### config.mk
export PLATFORM = sky130hd
export DESIGN_NAME = tsi_cpu_port
export DESIGN_NICKNAME = d
export VERILOG_FILES = /design/src/rtl/tsi_port_pkg.sv /design/src/rtl/tsi_port_sync.sv /design/src/rtl/tsi_ctrl_reg.sv /design/src/rtl/tsi_page_decode.sv /design/src/rtl/tsi_port_fsm.sv /design/src/rtl/tsi_cpu_port.sv
export SDC_FILE = /design/constraint.sdc
export NUM_CORES = 1
export LEC_CHECK = 0
export BUFFER_PORTS_ARGS = -buffer_cell sky130_fd_sc_hd__buf_2
export CORE_MARGIN = 2
export CORE_UTILIZATION = 45
export CTS_CLUSTER_DIAMETER = 150
export DETAILED_ROUTE_END_ITERATION = 8
export PLACE_DENSITY = 0.73
export SETUP_SLACK_MARGIN = 0.5
export SYNTH_ARGS = -nofsm -noshare
export SYNTH_HDL_FRONTEND = slang
export SYNTH_HIERARCHICAL = 1
export SYNTH_SLANG_ARGS = --single-unit
### constraint.sdc
create_clock -name clk -period 1.75 [get_ports clk]
set_input_delay 0.0875 -clock clk [delete_from_list [all_inputs] [get_ports clk]]
set_output_delay 0.0875 -clock clk [all_outputs]
set_load 0.01 [all_outputs]
### src/rtl/tsi_port_pkg.sv
package tsi_port_pkg;
    localparam int BYTE_W   = 8;
    localparam int STREAM_W = 3;
    localparam int CHAN_W   = 5;
    localparam int WIN_W    = CHAN_W + 1;
    localparam int LOC_W    = STREAM_W + CHAN_W;

    typedef enum logic [1:0] {
        SEL_RSVD = 2'b00,
        SEL_DATA = 2'b01,
        SEL_CLO  = 2'b10,
        SEL_CHI  = 2'b11
    } mem_sel_e;

    typedef enum logic [1:0] {
        ST_IDLE,
        ST_CREG_RD,
        ST_MEM_WAIT,
        ST_ACK
    } port_state_e;

    typedef struct packed {
        logic                split;
        logic                proc;
        logic                spare;
        mem_sel_e            sel;
        logic [STREAM_W-1:0] stream;
    } ctrl_t;
endpackage

### src/rtl/tsi_port_sync.sv
module tsi_port_sync #(
    parameter int          STAGES    = 2,
    parameter int          WIDTH     = 2,
    parameter logic [WIDTH-1:0] RESET_VAL = '0
) (
    input  logic             clk,
    input  logic             rst_n,
    input  logic [WIDTH-1:0] async_in,
    output logic [WIDTH-1:0] sync_out
);
    logic [WIDTH-1:0] chain_q [STAGES];

    always_ff @(posedge clk or negedge rst_n) begin
        if (!rst_n) begin
            for (int i = 0; i < STAGES; i++) chain_q[i] <= RESET_VAL;
        end else begin
            chain_q[0] <= async_in;
            for (int i = 1; i < STAGES; i++) chain_q[i] <= chain_q[i-1];
        end
    end

    assign sync_out = chain_q[STAGES-1];
endmodule

### src/rtl/tsi_ctrl_reg.sv
module tsi_ctrl_reg
    import tsi_port_pkg::*;
(
    input  logic              clk,
    input  logic              rst_n,
    input  logic              wr_en,
    input  logic [BYTE_W-1:0] wr_data,
    output ctrl_t             ctrl_q
);
    ctrl_t next_val;

    always_comb begin
        next_val       = ctrl_t'(wr_data);
        next_val.spare = 1'b0;
    end

    always_ff @(posedge clk or negedge rst_n) begin
        if (!rst_n)     ctrl_q <= '0;
        else if (wr_en) ctrl_q <= next_val;
    end
endmodule

### src/rtl/tsi_page_decode.sv
module tsi_page_decode
    import tsi_port_pkg::*;
(
    input  logic                split,
    input  mem_sel_e            sel_field,
    input  logic [STREAM_W-1:0] stream,
    input  logic [CHAN_W-1:0]   chan,
    input  logic                is_read,
    output mem_sel_e            eff_sel,
    output logic [LOC_W-1:0]    page_addr,
    output logic                drop_wr,
    output logic                null_rd
);
    always_comb begin
        if (split) eff_sel = is_read ? SEL_DATA : SEL_CLO;
        else       eff_sel = sel_field;
        page_addr = {stream, chan};
        drop_wr   = !is_read && (eff_sel == SEL_DATA || eff_sel == SEL_RSVD);
        null_rd   = is_read && (eff_sel == SEL_RSVD);
    end
endmodule

### src/rtl/tsi_port_fsm.sv
module tsi_port_fsm
    import tsi_port_pkg::*;
(
    input  logic              clk,
    input  logic              rst_n,
    input  logic              strobe,
    input  logic              rd_wr,
    input  logic              page_hit,
    input  logic [BYTE_W-1:0] wdata,
    input  mem_sel_e          dec_sel,
    input  logic [LOC_W-1:0]  dec_addr,
    input  logic              dec_drop,
    input  logic              dec_null,
    input  logic [BYTE_W-1:0] ctrl_byte,
    input  logic              mem_gnt,
    input  logic [BYTE_W-1:0] mem_rdata,
    output logic              creg_we,
    output logic              ack_n,
    output logic              drive_en,
    output logic              mem_req,
    output logic              mem_we,
    output mem_sel_e          mem_sel,
    output logic [LOC_W-1:0]  mem_addr,
    output logic [BYTE_W-1:0] mem_wdata,
    output logic [BYTE_W-1:0] rdata
);
    port_state_e state_q, state_d;
    logic              rd_q;
    mem_sel_e          sel_q;
    logic [LOC_W-1:0]  addr_q;
    logic [BYTE_W-1:0] wdata_q;
    logic [BYTE_W-1:0] rdata_q;
    logic              start;

    assign start = (state_q == ST_IDLE) && strobe;

    always_ff @(posedge clk or negedge rst_n) begin
        if (!rst_n) state_q <= ST_IDLE;
        else        state_q <= state_d;
    end

    always_comb begin
        state_d = state_q;
        unique case (state_q)
            ST_IDLE: begin
                if (strobe) begin
                    if (!page_hit)                 state_d = rd_wr ? ST_CREG_RD : ST_ACK;
                    else if (dec_drop || dec_null) state_d = ST_ACK;
                    else                           state_d = ST_MEM_WAIT;
                end
            end
            ST_CREG_RD:  state_d = ST_ACK;
            ST_MEM_WAIT: if (mem_gnt) state_d = ST_ACK;
            ST_ACK:      if (!strobe) state_d = ST_IDLE;
            default:     state_d = ST_IDLE;
        endcase
    end

    always_ff @(posedge clk or negedge rst_n) begin
        if (!rst_n) begin
            rd_q    <= 1'b0;
            sel_q   <= SEL_RSVD;
            addr_q  <= '0;
            wdata_q <= '0;
            rdata_q <= '0;
        end else begin
            if (start) begin
                rd_q    <= rd_wr;
                sel_q   <= dec_sel;
                addr_q  <= dec_addr;
                wdata_q <= wdata;
                if (page_hit && dec_null) rdata_q <= '0;
            end
            if (state_q == ST_CREG_RD) rdata_q <= ctrl_byte;
            if (state_q == ST_MEM_WAIT && mem_gnt && rd_q) rdata_q <= mem_rdata;
        end
    end

    always_comb begin
        creg_we   = start && !page_hit && !rd_wr;
        ack_n     = (state_q != ST_ACK);
        drive_en  = (state_q == ST_ACK) && rd_q;
        mem_req   = (state_q == ST_MEM_WAIT);
        mem_we    = !rd_q;
        mem_sel   = sel_q;
        mem_addr  = addr_q;
        mem_wdata = wdata_q;
        rdata     = rdata_q;
    end
endmodule

### src/rtl/tsi_cpu_port.sv
module tsi_cpu_port
    import tsi_port_pkg::*;
#(
    parameter int SYNC_STAGES = 2
) (
    input  logic        clk,
    input  logic        rst_n,
    input  logic        cpu_cs_n,
    input  logic        cpu_ds,
    input  logic        cpu_rd_wr,
    input  logic [5:0]  cpu_addr,
    input  logic [7:0]  cpu_wdata,
    output logic [7:0]  cpu_rdata,
    output logic        cpu_rdata_oe,
    output logic        cpu_ack_n,
    output logic        mem_req,
    input  logic        mem_gnt,
    output logic        mem_we,
    output logic [1:0]  mem_sel,
    output logic [7:0]  mem_addr,
    output logic [7:0]  mem_wdata,
    input  logic [7:0]  mem_rdata,
    output logic        split_mode,
    output logic        proc_mode
);
    logic [1:0] bus_s;
    logic       strobe_s;
    ctrl_t      ctrl_q;
    mem_sel_e   dec_sel, fsm_sel;
    logic [LOC_W-1:0] dec_addr;
    logic       dec_drop, dec_null, creg_we;

    tsi_port_sync #(.STAGES(SYNC_STAGES), .WIDTH(2), .RESET_VAL(2'b10)) u_sync (
        .clk(clk), .rst_n(rst_n),
        .async_in({cpu_cs_n, cpu_ds}), .sync_out(bus_s)
    );

    assign strobe_s = !bus_s[1] && bus_s[0];

    tsi_ctrl_reg u_ctrl (
        .clk(clk), .rst_n(rst_n), .wr_en(creg_we),
        .wr_data(cpu_wdata), .ctrl_q(ctrl_q)
    );

    tsi_page_decode u_dec (
        .split(ctrl_q.split), .sel_field(ctrl_q.sel), .stream(ctrl_q.stream),
        .chan(cpu_addr[CHAN_W-1:0]), .is_read(cpu_rd_wr),
        .eff_sel(dec_sel), .page_addr(dec_addr),
        .drop_wr(dec_drop), .null_rd(dec_null)
    );

    tsi_port_fsm u_fsm (
        .clk(clk), .rst_n(rst_n), .strobe(strobe_s), .rd_wr(cpu_rd_wr),
        .page_hit(cpu_addr[WIN_W-1]), .wdata(cpu_wdata),
        .dec_sel(dec_sel), .dec_addr(dec_addr), .dec_drop(dec_drop), .dec_null(dec_null),
        .ctrl_byte(ctrl_q), .mem_gnt(mem_gnt), .mem_rdata(mem_rdata),
        .creg_we(creg_we), .ack_n(cpu_ack_n), .drive_en(cpu_rdata_oe),
        .mem_req(mem_req), .mem_we(mem_we), .mem_sel(fsm_sel),
        .mem_addr(mem_addr), .mem_wdata(mem_wdata), .rdata(cpu_rdata)
    );

    assign mem_sel    = fsm_sel;
    assign split_mode = ctrl_q.split;
    assign proc_mode  = ctrl_q.proc;
endmodule

==> impl_summary.log, run 1 <==
[metrics] maximum clock skew at final layout: 6.47 ps
[metrics] Max Buffers Root-to-Sink: 2
[metrics] # setup viols final: 0
[metrics] vias in the first global route: 1251
[metrics] sequential share of the synthesized area: 0.530
[metrics] vias: 1205
[metrics] fraction of power consumed by sequential logic: 0.371
[metrics] weighted congestion reported at the end of routability-driven placement: 0.761
[metrics] commonest non-fill, non-tap cells in the layout: sky130_fd_sc_hd__buf_2, sky130_fd_sc_hd__dfrtp_1, sky130_fd_sc_hd__mux2_4
[metrics] Psw: 1500 µW
[metrics] arrival time reported for the critical path endpoint: 1620 ps
[metrics] standard cell core area: 4030 µm²
[metrics] IO Pins: 60
[metrics] aggregate global-route resource usage: 0.170
[metrics] class of the tightest hold or removal check: primary input to register
[metrics] final std cells w/o fill: 246
[metrics] maximum number of pins on one net before global-route repair: 41
[metrics] Synth Flop Type: sky130_fd_sc_hd__dfrtp_1
[metrics] max-capacitance violation count: 0
[metrics] combinational share of power: 0.452
[metrics] Die Area: 4740 µm²
[metrics] Worst Hold Launch: cpu_addr[1]
[metrics] Horiz. Die Dim: 68.9 µm
[metrics] CTS tree: yes
[metrics] total half-perimeter wirelength after legalization and detailed placement: 2.71 mm
[metrics] max incr delay on CP: 440 ps
[metrics] worst path buffer plus inverter count: 2
[metrics] critical path's slowest cell: sky130_fd_sc_hd__dfrtp_2
[metrics] hold_ws: 30.0 ps
[metrics] slew at the pin with the worst max-slew slack: 867 ps
[metrics] Max-slew headroom: 0.422
[metrics] cell at the root of the clock tree: sky130_fd_sc_hd__clkbuf_8
[metrics] type of destination of the critical path: register
[metrics] unrepaired setup endpoints after global routing: yes
[metrics] launch point of the worst reg-to-reg path: u_fsm/state_q[0]
[metrics] internal power summed over all cells: 2930 µW
[metrics] peak supply drop: 844 µV
[metrics] Final Routed Wirelength: 3.74 mm
[metrics] synthesized area per cell: 13.9 µm²
[metrics] CP startpoint kind: register
[metrics] number of enable-type register cells in the synthesized netlist: 0
[metrics] Synth Instances: 136
[metrics] post-detailed-route via-to-cell ratio: 4.90
[metrics] largest delay contributor family on the critical path: flip-flops
[metrics] final worst-path cycle share: 0.833
[metrics] Post-Route Utilization: 0.598
[metrics] clock buffers created by TritonCTS: 5
[metrics] cell area after synthesis: 1890 µm²
[metrics] final slew viol count: 0
[metrics] number of nets in the final layout: 227
[metrics] switching power as a share of total power: 0.339
[metrics] maximum fanout count along the critical path: 7
[metrics] footprint of the flip-flops and latches: 1010 µm²
[metrics] average detailed-routed wire length per instance: 15.2 µm
[metrics] total global routing overflow: 0
[metrics] number of placement rows: 23
[metrics] floorplan die height: 68.9 µm
[metrics] run status: complete, no violations
[metrics] static leakage: 0.00124 µW
[metrics] clock latency of the later-clocked register in the worst-skew pair: 280 ps
[metrics] antenna diode count: 0
[metrics] Initial DRC Count: 45
[metrics] post-layout min period: 1460 ps
[metrics] TNS Setup: 0 ps
[metrics] share of final-layout standard cells stronger than drive strength 1: 0.612
[metrics] worst setup path class: register to register
[metrics] data required time of the worst path: 1910 ps
[metrics] count of nets left with antenna violations after detail routing: 0
[metrics] proportion of power drawn by the clock network: 0.177
[metrics] distinct cell type count of the synthesized netlist: 23
[metrics] H-tree levels: 2
[metrics] Layout fillers: 323
[metrics] final hold violation count: 0
[metrics] final worst setup slack: 293 ps
[metrics] maximum operating frequency: 0.686 GHz
[metrics] launch point of the critical path: u_fsm/state_q[0]
[metrics] area used by multi-input combinational logic: 813 µm²
[metrics] wire length of the first global-routing pass: 5.89 mm
[metrics] number of port buffers: 59
[metrics] nets in the synthesized netlist: 168
[metrics] Syn-to-layout area delta: 27.4%
[metrics] initial core utilization: 0.470
[metrics] cell taking the most area after synthesis: sky130_fd_sc_hd__dfrtp_1
[metrics] count of TritonRoute iterations in the first routing pass: 4
[metrics] Synthesis Warnings: 6
[metrics] area share of the largest cell type after synthesis: 0.502
[metrics] placed cells: 232
[metrics] number of register bits inferred by synthesis: 40
[metrics] Reg clk slew, reported paths: 80 ps
[metrics] DRC violations left: 0
[metrics] power per unit of standard cell area: 1840 nW/µm²
[metrics] cell-by-cell trace of the critical path: inv_2 > ha_4 > nand2_4 > nor3_4 > buf_6 > mux2_4
[metrics] number of antenna violations at the first check in global routing: 0
[metrics] clk sinks: 40
[metrics] share of async-settable or async-resettable flops after synthesis: 1.00
[metrics] most common cell after layout, fill and taps aside: sky130_fd_sc_hd__buf_2
[metrics] cell types occupying the most area after synthesis: sky130_fd_sc_hd__dfrtp_1, sky130_fd_sc_hd__mux2_4, sky130_fd_sc_hd__buf_4, sky130_fd_sc_hd__a22oi_1, sky130_fd_sc_hd__dfstp_2
[metrics] Placement Setup Slack: 207 ps
metal layers:
layer	wire length, µm	global-route usage	share of wire
met5	0	0	0
met2	1850	0.274	0.49
met3	197	0.0438	0.053
met1	1660	0.221	0.44
met4	32	0.0662	0.0086
cells in the mapped netlist (all sizes together), types with 2 or more instances:
cell type,instances
nor3,2
ha,4
mux2i,2
a21oi,8
a22oi,8
dfstp,2
a31oi,2
dfrtp,38
buf,15
mux2,29
inv,7
nor2,11
metrics by stage:
| step | total power [µW] | instance area [µm²] |
|---|---|---|
| final | 4430 | 2410 |
| after floorplan | 2900 | 1940 |
| after CTS | 4420 | 2400 |
| after global routing | 4720 | 2410 |
| after global placement | 3400 | 2190 |
| after detailed placement | 3480 | 2190 |
power by group through the flow:
stage | clock network [µW] | logic, µW | registers, µW
after floorplan | 0 | 1140 | 1760
after global placement | 0 | 1760 | 1630
after detailed placement | 0 | 1830 | 1650
after CTS | 799 | 1980 | 1640
after global routing | 848 | 2160 | 1710
final | 786 | 2000 | 1640
cells by family after synthesis:
kind of cell	synth area share
compound gates	0.0767
fa+ha+maj	0.0264
buf+inv	0.0800
flops	0.530
mux	0.237
other cells	0.00198
simple gates	0.0482
sequential cells by signal, indices dropped and copies added, names as in the netlist:
register and count:
u_fsm/state_q 2, u_fsm/rdata 8, u_sync/chain_q 2, u_fsm/mem_addr 8, u_sync/sync_out 2, u_fsm/mem_wdata 8
u_fsm/rd_q 1, u_fsm/mem_sel 2, u_ctrl/ctrl_q 7
final cells by class:
class,count,share of cell area
Sequential cell,40,0.417
Multi-Input combinational cell,73,0.337
Timing Repair Buffer,68,0.158
Clock buffer,6,0.0343
Tap cell,50,0.0259
Clock inverter,2,0.0161
Inverter,7,0.0109
timing repair:
item / in CTS / in global routing
endpoints found under the hold margin: 40 / 0
pin swaps: 3 / 0
hold buffers: 3 / 0
setup buffers: 3 / 0
setup endpoints to repair: 37 / 39
resized for setup: 12 / 2
final timing paths:
kind | to | slack [ps] | cells past startpoint
min in group asynchronous | u_fsm/state_q[1] | 450 | 2
setup / recovery | u_ctrl/ctrl_q[3] | 290 | 6
max in group asynchronous | u_ctrl/ctrl_q[3] | 690 | 2
setup reg to reg | u_ctrl/ctrl_q[3] | 290 | 6
hold reg to reg | u_sync/sync_out[0] | 350 | 0
hold / removal | u_fsm/mem_addr[1] | 30 | 2
Note: power is estimated with default switching activity, not from simulation.
==> run 2, diff against run 1 <==
--- a/config.mk
+++ b/config.mk
@@ -5,12 +5,13 @@
 export SDC_FILE = /design/constraint.sdc
 export NUM_CORES = 1
 export LEC_CHECK = 0
+export ABC_AREA = 1
 export BUFFER_PORTS_ARGS = -buffer_cell sky130_fd_sc_hd__buf_2
 export CORE_MARGIN = 2
-export CORE_UTILIZATION = 45
+export CORE_UTILIZATION = 46
 export CTS_CLUSTER_DIAMETER = 150
 export DETAILED_ROUTE_END_ITERATION = 8
-export PLACE_DENSITY = 0.73
+export PLACE_DENSITY = 0.74
 export SETUP_SLACK_MARGIN = 0.5
 export SYNTH_ARGS = -nofsm -noshare
 export SYNTH_HDL_FRONTEND = slang
==> constraint.sdc (replaced) <==
create_clock -name clk -period 1.2 [get_ports clk]
set_input_delay 0.06 -clock clk [delete_from_list [all_inputs] [get_ports clk]]
set_output_delay 0.06 -clock clk [all_outputs]
set_load 0.01 [all_outputs]
==> impl_summary.log, run 2 <==
[metrics] most common cell after layout, fill and taps aside: sky130_fd_sc_hd__nand2_1
[metrics] class of the tightest hold or removal check: primary input to async pin
[metrics] total global routing overflow: 0 (unchanged)
[metrics] arrival time reported for the critical path endpoint: 1580 ps (-40 ps)
[metrics] run status: finished, violations left
[metrics] DRC violations left: 0 (unchanged)
[metrics] wire length of the first global-routing pass: 7.10 mm (+21%)
[metrics] # setup viols final: 31 (+31)
[metrics] share of final-layout standard cells stronger than drive strength 1: 0.488 (-0.124)
[metrics] number of enable-type register cells in the synthesized netlist: 0 (unchanged)
[metrics] clock latency of the later-clocked register in the worst-skew pair: 290 ps (about the same)
[metrics] Max Buffers Root-to-Sink: 2 (unchanged)
[metrics] Horiz. Die Dim: 68.8 µm (-0.11%)
[metrics] final slew viol count: 0 (unchanged)
[metrics] area share of the largest cell type after synthesis: 0.493 (-0.00977)
[metrics] average detailed-routed wire length per instance: 13.3 µm (-12%)
[metrics] vias: 1814 (+51%)
[metrics] static leakage: 0.00164 µW (+32%)
[metrics] type of destination of the critical path: register
[metrics] aggregate global-route resource usage: 0.207 (+0.0362)
[metrics] most common library cells after synthesis: sky130_fd_sc_hd__nand2_1, sky130_fd_sc_hd__dfrtp_1, sky130_fd_sc_hd__nand3_1
[metrics] share of async-settable or async-resettable flops after synthesis: 1.00 (unchanged)
[metrics] Synth Flop Type: sky130_fd_sc_hd__dfrtp_1
[metrics] number of port buffers: 59 (unchanged)
[metrics] total half-perimeter wirelength after legalization and detailed placement: 2.99 mm (+10%)
[metrics] maximum operating frequency: 0.740 GHz (+7.8%)
[metrics] antenna diode count: 0 (unchanged)
[metrics] most common cell in the synthesized netlist: sky130_fd_sc_hd__nand2_1
[metrics] peak supply drop: 1190 µV (+40%)
[metrics] clk sinks: 40 (unchanged)
[metrics] vias in the first global route: 1609 (+29%)
[metrics] data required time of the worst path: 1430 ps (-480 ps)
[metrics] final worst setup slack: -151 ps (-444 ps)
[metrics] violated checks: hold timing, setup timing
[metrics] Initial DRC Count: 126 (+180%)
[metrics] count of nets left with antenna violations after detail routing: 0 (unchanged)
[metrics] Layout fillers: 291 (-9.9%)
[metrics] Synth Instances: 234 (+72%)
[metrics] power per unit of standard cell area: 2410 nW/µm² (+31%)
[metrics] critical path's slowest cell: sky130_fd_sc_hd__dfrtp_1
[metrics] number of nets in the final layout: 365 (+61%)
[metrics] cell at the root of the clock tree: sky130_fd_sc_hd__clkbuf_8
[metrics] max incr delay on CP: 420 ps (-20 ps)
[metrics] maximum fanout count along the critical path: 6 (-1)
[metrics] cell types occupying the most area after synthesis: sky130_fd_sc_hd__dfrtp_1, sky130_fd_sc_hd__nand2_1, sky130_fd_sc_hd__buf_4, sky130_fd_sc_hd__nand3_1, sky130_fd_sc_hd__inv_1
[metrics] final worst-path cycle share: 1.13 (+0.294)
[metrics] Syn-to-layout area delta: 53.7%
[metrics] commonest non-fill, non-tap cells in the layout: sky130_fd_sc_hd__nand2_1, sky130_fd_sc_hd__buf_2, sky130_fd_sc_hd__dfrtp_1
[metrics] worst path buffer plus inverter count: 2 (unchanged)
[metrics] unrepaired setup endpoints after global routing: yes
[metrics] Synthesis Warnings: 6 (unchanged)
[metrics] standard cell core area: 4030 µm² (unchanged)
[metrics] IO Pins: 60 (unchanged)
[metrics] final hold violation count: 28 (+28)
[metrics] area used by multi-input combinational logic: 893 µm² (+9.8%)
[metrics] worst setup path class: register to register
[metrics] maximum number of pins on one net before global-route repair: 18 (-56%)
[metrics] Reg clk slew, reported paths: 80 ps (about the same)
[metrics] number of antenna violations at the first check in global routing: 0 (unchanged)
[metrics] sequential share of the synthesized area: 0.520 (-0.0103)
[metrics] number of placement rows: 23 (unchanged)
[metrics] max-capacitance violation count: 0 (unchanged)
[metrics] depth of the worst register-to-register path: 7 (+1)
[metrics] maximum clock skew at final layout: 11.0 ps (+4.52 ps)
[metrics] distinct cell type count of the synthesized netlist: 20 (-13%)
[metrics] post-layout min period: 1350 ps (-106 ps)
[metrics] cell area after synthesis: 1930 µm² (+2.0%)
[metrics] weighted congestion reported at the end of routability-driven placement: 0.775 (+1.9%)
[metrics] Die Area: 4730 µm² (-0.22%)
[metrics] Placement Setup Slack: -72.1 ps (-279 ps)
[metrics] hold_ws: -333 ps (-363 ps)
[metrics] synthesized area per cell: 8.25 µm² (-41%)
[metrics] post-detailed-route via-to-cell ratio: 4.72 (-3.6%)
[metrics] number of register bits inferred by synthesis: 40 (unchanged)
[metrics] cell-by-cell trace of the critical path: inv_2 > ha_4 > nand2_4 > nor3_4 > buf_6 > nand2_2 > nand2_1
[metrics] count of TritonRoute iterations in the first routing pass: 4 (unchanged)
[metrics] path length in cells of the critical path: 7 (+1)
[metrics] Post-Route Utilization: 0.736 (+0.138)
[metrics] launch point of the worst reg-to-reg path: u_fsm/state_q[0]
[metrics] initial core utilization: 0.479 (+0.00932)
[metrics] Final Routed Wirelength: 5.11 mm (+37%)
[metrics] nets in the synthesized netlist: 266 (+58%)
[metrics] clock buffers created by TritonCTS: 5 (unchanged)
[metrics] reg-to-reg setup timing slack: -150 ps (-440 ps)
[metrics] CP startpoint kind: register
[metrics] footprint of the flip-flops and latches: 1000 µm² (-0.25%)
[metrics] total design power: 7150 µW (+61%)
[metrics] largest delay contributor family on the critical path: flip-flops
[metrics] H-tree levels: 2 (unchanged)
[metrics] worst reg2reg endpoint: u_ctrl/ctrl_q[3]
[metrics] floorplan die height: 68.8 µm (-0.11%)
[metrics] cell taking the most area after synthesis: sky130_fd_sc_hd__dfrtp_1
[metrics] CTS tree: yes
## run 2: changes by cell type after synthesis, moves of 3 or more
cell | previous run | this run
sky130_fd_sc_hd__nand2_1 | 0 | 114
sky130_fd_sc_hd__inv_1 | 7 | 16
sky130_fd_sc_hd__buf_2 | 1 | 5
sky130_fd_sc_hd__mux2_4 | 27 | 0
sky130_fd_sc_hd__a21oi_1 | 8 | 0
sky130_fd_sc_hd__nand3_1 | 1 | 19
sky130_fd_sc_hd__a22oi_1 | 8 | 0
sky130_fd_sc_hd__nor2_1 | 11 | 2
sky130_fd_sc_hd__o21ai_1 | 0 | 3
sky130_fd_sc_hd__o21ai_2 | 0 | 6
## run 2: layer usage
metal | routed length (µm) | global-route usage | vias up
met5 | 0 | 0 | -
met4 | 69 | 0.0613 | 0
met3 | 208 | 0.0552 | 6
met2 | 2710 | 0.352 | 51
met1 | 2120 | 0.257 | 854
li1 | - | - | 903
## run 2: logic make-up after synthesis
group | after synthesis | synth area share
and+or+nand+nor | 141 | 0.304
DFF | 40 | 0.520
buffers and inverters | 37 | 0.108
AOI/OAI and AO/OA | 11 | 0.0402
adders and majority gates | 4 | 0.0259
other | 1 | 0.00194
## run 2: report_power, final
| group | switching, µW | internal [µW] | total (µW) |
|---|---|---|---|
| logic | 1950 | 1990 | 3940 |
| clock network | 476 | 465 | 942 |
| registers | 354 | 1910 | 2270 |
## run 2: how the worst max path moves through the flow
stage                                 from               end  slack, ps
after floorplan           u_fsm/state_q[1]  u_ctrl/ctrl_q[7]       -150
after global placement    u_fsm/state_q[1]    u_fsm/rdata[2]        -40
after detailed placement  u_fsm/state_q[0]  u_ctrl/ctrl_q[2]        -70
after CTS                 u_fsm/state_q[1]           mem_req       -100
after global routing      u_fsm/state_q[0]  u_ctrl/ctrl_q[3]       -210
final                     u_fsm/state_q[0]  u_ctrl/ctrl_q[3]       -150
## run 2: timing repair
action | CTS | global route
endpoints found under the setup margin | 68 | 68
endpoints found under the hold margin | 35 | 19
buffers inserted | 15 | 9
pin swaps | 12 | 8
gates cloned | 1 | 1
hold buffers | 8 | 1
resized for setup | 20 | 20
## run 2: layout make-up
cell class                      instances  share of cell area
Timing Repair Buffer                  112               0.283
Inverter                               17              0.0232
Multi-Input combinational cell        157               0.301
Clock buffer                            6              0.0278
Sequential cell                        40               0.338
Tap cell                               50              0.0211
Clock inverter                          2             0.00506
## run 2: metrics by stage
stage / cell area, µm² / cells / setup TNS [ps] / hold slack, ps
2_1_floorplan: 2070 / 234 / -1300 / -236
3_3_place_gp: 2400 / 341 / -431 / -22.7
3_5_place_dp: 2400 / 341 / -823 / -16.5
4_1_cts: 2790 / 373 / -1220 / -335
5_1_grt: 2970 / 384 / -4950 / -322
6_report: 2970 / 384 / -3030 / -333
